[src/rtl/prf_pkg.sv]
package prf_pkg;
   typedef enum logic [1:0] {
      PRF_IDLE    = 2'd0,
      PRF_HOLD    = 2'd1,
      PRF_RELEASE = 2'd2
   } prf_state_e;
endpackage

[src/rtl/prf_sync.sv]
module prf_sync #(
   parameter int STAGES    = 2,
   parameter bit RESET_VAL = 1'b1
) (
   input  logic clk,
   input  logic rst,
   input  logic din,
   output logic dout
);
   logic [STAGES-1:0] chain;

   generate
      for (genvar i = 0; i < STAGES; i++) begin : g_stage
         if (i == 0) begin : g_first
            always_ff @(posedge clk) begin
               if (rst) chain[0] <= RESET_VAL;
               else     chain[0] <= din;
            end
         end else begin : g_next
            always_ff @(posedge clk) begin
               if (rst) chain[i] <= RESET_VAL;
               else     chain[i] <= chain[i-1];
            end
         end
      end
   endgenerate

   assign dout = chain[STAGES-1];
endmodule

[src/rtl/prf_timer.sv]
module prf_timer #(
   parameter int HOLD_CYCLES = 50000
) (
   input  logic clk,
   input  logic rst,
   input  logic start,
   output logic expired
);
   localparam int CNT_W = (HOLD_CYCLES > 2) ? $clog2(HOLD_CYCLES) : 1;
   localparam logic [CNT_W-1:0] LOAD_VAL = CNT_W'(HOLD_CYCLES - 1);

   logic [CNT_W-1:0] cnt;

   always_ff @(posedge clk) begin
      if (rst)                cnt <= '0;
      else if (start)         cnt <= LOAD_VAL;
      else if (cnt != '0)     cnt <= cnt - CNT_W'(1);
   end

   assign expired = (cnt == '0);
endmodule

[src/rtl/prf_fsm.sv]
module prf_fsm
   import prf_pkg::*;
(
   input  logic       clk,
   input  logic       rst,
   input  logic       fault_sync_n,
   input  logic       timer_expired,
   output logic       timer_start,
   output prf_state_e state,
   output logic       fade_pulse
);
   prf_state_e nxt;
   logic       fade_set;

   always_comb begin
      nxt         = state;
      timer_start = 1'b0;
      fade_set    = 1'b0;
      unique case (state)
         PRF_IDLE: begin
            if (!fault_sync_n) begin
               nxt         = PRF_HOLD;
               timer_start = 1'b1;
            end
         end
         PRF_HOLD: begin
            if (timer_expired) begin
               nxt         = PRF_RELEASE;
               timer_start = 1'b1;
            end
         end
         PRF_RELEASE: begin
            if (timer_expired) begin
               if (!fault_sync_n) begin
                  nxt         = PRF_HOLD;
                  timer_start = 1'b1;
               end else begin
                  nxt      = PRF_IDLE;
                  fade_set = 1'b1;
               end
            end
         end
         default: nxt = PRF_IDLE;
      endcase
   end

   always_ff @(posedge clk) begin
      if (rst) begin
         state      <= PRF_IDLE;
         fade_pulse <= 1'b0;
      end else begin
         state      <= nxt;
         fade_pulse <= fade_set;
      end
   end
endmodule

[src/rtl/pwr_fault_recovery.sv]
module pwr_fault_recovery
   import prf_pkg::*;
#(
   parameter int HOLD_CYCLES = 50000,
   parameter int SYNC_STAGES = 2
) (
   input  logic clk,
   input  logic rst,
   input  logic pstage_fault_n,
   output logic pstage_tri_n,
   output logic fault_ind,
   output logic fade_in_req
);
   generate
      if (HOLD_CYCLES < 2) begin : g_bad_hold
         $error("HOLD_CYCLES must be at least 2");
      end
      if (SYNC_STAGES < 2) begin : g_bad_sync
         $error("SYNC_STAGES must be at least 2");
      end
   endgenerate

   logic       fault_sync_n;
   logic       timer_start;
   logic       timer_expired;
   prf_state_e state;

   prf_sync #(.STAGES(SYNC_STAGES), .RESET_VAL(1'b1)) u_sync (
      .clk  (clk),
      .rst  (rst),
      .din  (pstage_fault_n),
      .dout (fault_sync_n)
   );

   prf_timer #(.HOLD_CYCLES(HOLD_CYCLES)) u_timer (
      .clk     (clk),
      .rst     (rst),
      .start   (timer_start),
      .expired (timer_expired)
   );

   prf_fsm u_fsm (
      .clk           (clk),
      .rst           (rst),
      .fault_sync_n  (fault_sync_n),
      .timer_expired (timer_expired),
      .timer_start   (timer_start),
      .state         (state),
      .fade_pulse    (fade_in_req)
   );

   assign pstage_tri_n = (state != PRF_HOLD);
   assign fault_ind    = (state != PRF_IDLE);
endmodule

[config.mk]
export PLATFORM = sky130hd
export DESIGN_NAME = pwr_fault_recovery
export DESIGN_NICKNAME = d
export VERILOG_FILES = /design/src/rtl/prf_pkg.sv /design/src/rtl/prf_sync.sv /design/src/rtl/prf_timer.sv /design/src/rtl/prf_fsm.sv /design/src/rtl/pwr_fault_recovery.sv
export SDC_FILE = /design/constraint.sdc
export NUM_CORES = 1
export LEC_CHECK = 0
export BUFFER_PORTS_ARGS = -buffer_cell sky130_fd_sc_hd__buf_2
export CORE_ASPECT_RATIO = 1.1
export CORE_MARGIN = 10
export CORE_UTILIZATION = 41
export CTS_CLUSTER_SIZE = 25
export DETAILED_ROUTE_END_ITERATION = 10
export PLACE_DENSITY = 0.64
export SLEW_MARGIN = 30
export SYNTH_ARGS = -nofsm -noshare
export SYNTH_HDL_FRONTEND = slang
export SYNTH_SLANG_ARGS = --single-unit
[constraint.sdc]
create_clock -name clk -period 5 [get_ports clk]
set_clock_uncertainty 0.15 [all_clocks]
set_input_delay 1 -clock clk [delete_from_list [all_inputs] [get_ports clk]]
set_output_delay 1 -clock clk [all_outputs]
set_load 0.01 [all_outputs]
==> flow_summary.yaml <==
worst_setup_path:
  crit_chain: "nor2b_1, inv_1, buf_2"
  critPathMaxStageDelay_ns: 0.48
  worstPathRequired_ns: 3.85
  reg2reg_slack_ns: 2.64
  rr_endpoint: "u_timer.cnt[7]"
  crit_fanout: 10
  crit_buf_inv: 2
  critPathLaunch: "u_fsm.state[0]"
  reg2reg_depth: 6
  cp-end-kind: "output pin"
  endpoint: "pstage_tri_n"
  cp.arrival_ns: 1.33
  rr_startpoint: "u_timer.cnt[0]"
  cp.depth: 3
  worstSetupStartpointType: "register"
  critPathKind: "register to output pin"
  cp_slowest_cell: "dfxtp_1"
  crit_family: "flip-flops"
synthesis:
  synth_edf_count: 0
  synth_warnings: 0
  syn_avg_cell_area_um2: 9.31
  netlist_instances: 128
  yosys-top-cells-area: "dfxtp_1 35%, a21oi_1 3.8%, or4_1 3.8%, nor4_4 3.6%, nor4_2 3.2%"
  synthesis.nets: 132
  synth-async-reset-ratio_pct: 0
  yosys.area.top_type: "dfxtp_1"
  synthFlopType: "dfxtp_1"
  synthesis.area_mm2: 0.00119
  synth_top_area_share_pct: 35.3
  synth_cell_types: 46
  ys_ff_latch: 21
  ys_seq_area_share_pct: 35.3
clocking:
  cts_buffer_depth: 2
  cts_root_buf: "clkbuf_4"
  cts_num_sinks: 21
  cts_tree: "yes"
  cts_resized: 0
  insertion_delay_ns: 0.31
  post_cts_buffers: 0
  cts_made_buffers: 3
  hold_buffers: 0
  path_clk_slew_ns: 0.11
  cts-htree-levels: 1
detailed_routing:
  vias: 998
  wire_per_inst_um: 15.1
  via_per_inst: 6.05
  drtIter0Drc: 54
  first_pass_iters: 4
  ant_nets: 0
  drt_wl_total_um: 2500
  drc_errors: 0
placement:
  dpl.cell_count: 161
  gp_congestion: 0.811
  io_buffers: 5
  place_area_mm2: 0.00123
  hpwl_um: 1820
sta:
  max_freq_mhz: 403
  finalCritPeriodShare_pct: 49.6
  min_period_ns: 2.48
  rsz0062_at_grt: "no"
  tightest_slew_ns: 0.529
  maxSlewViolCount: 0
  hold_viol: 0
  tns_ns: 0
  relSlewSlack_pct: 64.4
  setup_viol: 0
min_path:
  min_from: "u_sync.chain[0]"
  hp-class: "register to register"
global_routing:
  grt_util_all_layers_pct: 9.20
  top_usage_layer: "met2"
  grt_use_met3_pct: 2.73
  grt_max_degree: 22
  grt_pass1_wl_um: 4140
  met1_usage_pct: 11.4
  grt_pass1_vias: 889
  grt_antenna_before_repair: 0
  use_met2_pct: 14.0
  grt_overflow: 0
layout:
  final_cells: 165
  antennaDiodeCount: 0
  syn_to_final_growth_pct: 5.57
  final_layout_size_suffix_gt1_share_pct: 22.7
  layout.cells.most_common_list: "21 x dfxtp_1, 9 x a21oi_1, 8 x nand2_1, 7 x nor2_1, 6 x or4_1"
  final_common_cell: "dfxtp_1"
  fin_nets: 137
  fin_area_mm2: 0.00126
die:
  rows: 20
  initial_utilization_pct: 42.9
  fp.dieH_um: 76.5
  core-area_mm2: 0.00278
  die_area_mm2: 0.00546
  ioPinCount: 6
  die_w_um: 71.4
power:
  peakVddDrop_uv: 422
  finalPower_mw: 0.965
  leakage_nw: 0.431
  power_density_mw_per_mm2: 768
status:
  status: "finished, final reports clean"
job:
  maxCapViolations: 0
worst min path at each step:
stage / endpoint / cells past startpoint / slack, ns
2_1_floorplan: u_sync.dout / 1 / 0.24
3_3_place_gp: u_sync.dout / 1 / 0.25
3_5_place_dp: u_sync.dout / 1 / 0.25
4_1_cts: u_sync.dout / 1 / 0.28
6_report: u_sync.dout / 1 / 0.28
5_1_grt: u_sync.dout / 1 / 0.29
cells by family (layout without fill, tap and decap cells):
group                      count (synthesis)  after routing  synth area share, %
AOI/OAI and AO/OA                         38             38                 23.0
xor gates and xnor gates                   1              1                0.735
adders and majority gates                  1              1                 1.05
buffers and inverters                      8             12                 3.26
DFF                                       21             21                 35.3
muxes                                      4              4                 4.10
and+or+nand+nor                           55             55                 32.6
sequential cells by signal, summed over array words and instances (netlist names):
signal and count:
u_sync.dout 1, u_fsm.fade_pulse 1, u_timer.cnt 16, u_fsm.state 2, u_sync.chain 1
cell usage after synthesis (3+ instances only):
master,number
or3_1,4
or4_1,6
inv_1,3
o21ai_1,3
o31ai_1,3
a31oi_1,5
nand3_1,3
nor4_1,3
nor2_1,7
nand2_1,8
or2_2,4
nor4_2,3
a21oi_1,9
dfxtp_1,21
a211oi_1,4
clkbuf_1,3
through the flow:
step	hold slack, ns	worst slack, ns	utilization (%)
finish	0.276	2.52	45.3
detailed placement	0.249	2.66	44.3
global route	0.293	2.40	45.3
CTS	0.281	2.50	45.3
floorplan	0.239	2.90	-
global placement	0.251	2.74	44.3
metal layers:
layer / vias to the layer above / part of all wire, %
li1: 508 / -
met1: 463 / 44
met2: 22 / 48
met3: 5 / 6.1
met4: 0 / 1.8
met5: - / 0
final cells by class:
class / count / area, um^2
Clock inverter: 1 / 5.00
Inverter: 3 / 11.3
Timing Repair Buffer: 5 / 25.0
Sequential cell: 21 / 420
Tap cell: 33 / 41.3
Multi-Input combinational cell: 99 / 732
Clock buffer: 3 / 22.5
Fill cell: 275 / 1520
power breakdown:
group | switching (mW) | internal [mW] | total (mW) | leakage [nW]
clock network | 0.0545 | 0.0300 | 0.0844 | 0.0177
logic | 0.303 | 0.247 | 0.549 | 0.241
registers | 0.103 | 0.229 | 0.332 | 0.173
total | 0.460 | 0.505 | 0.965 | 0.431
Power figures use the tool's default switching activity.
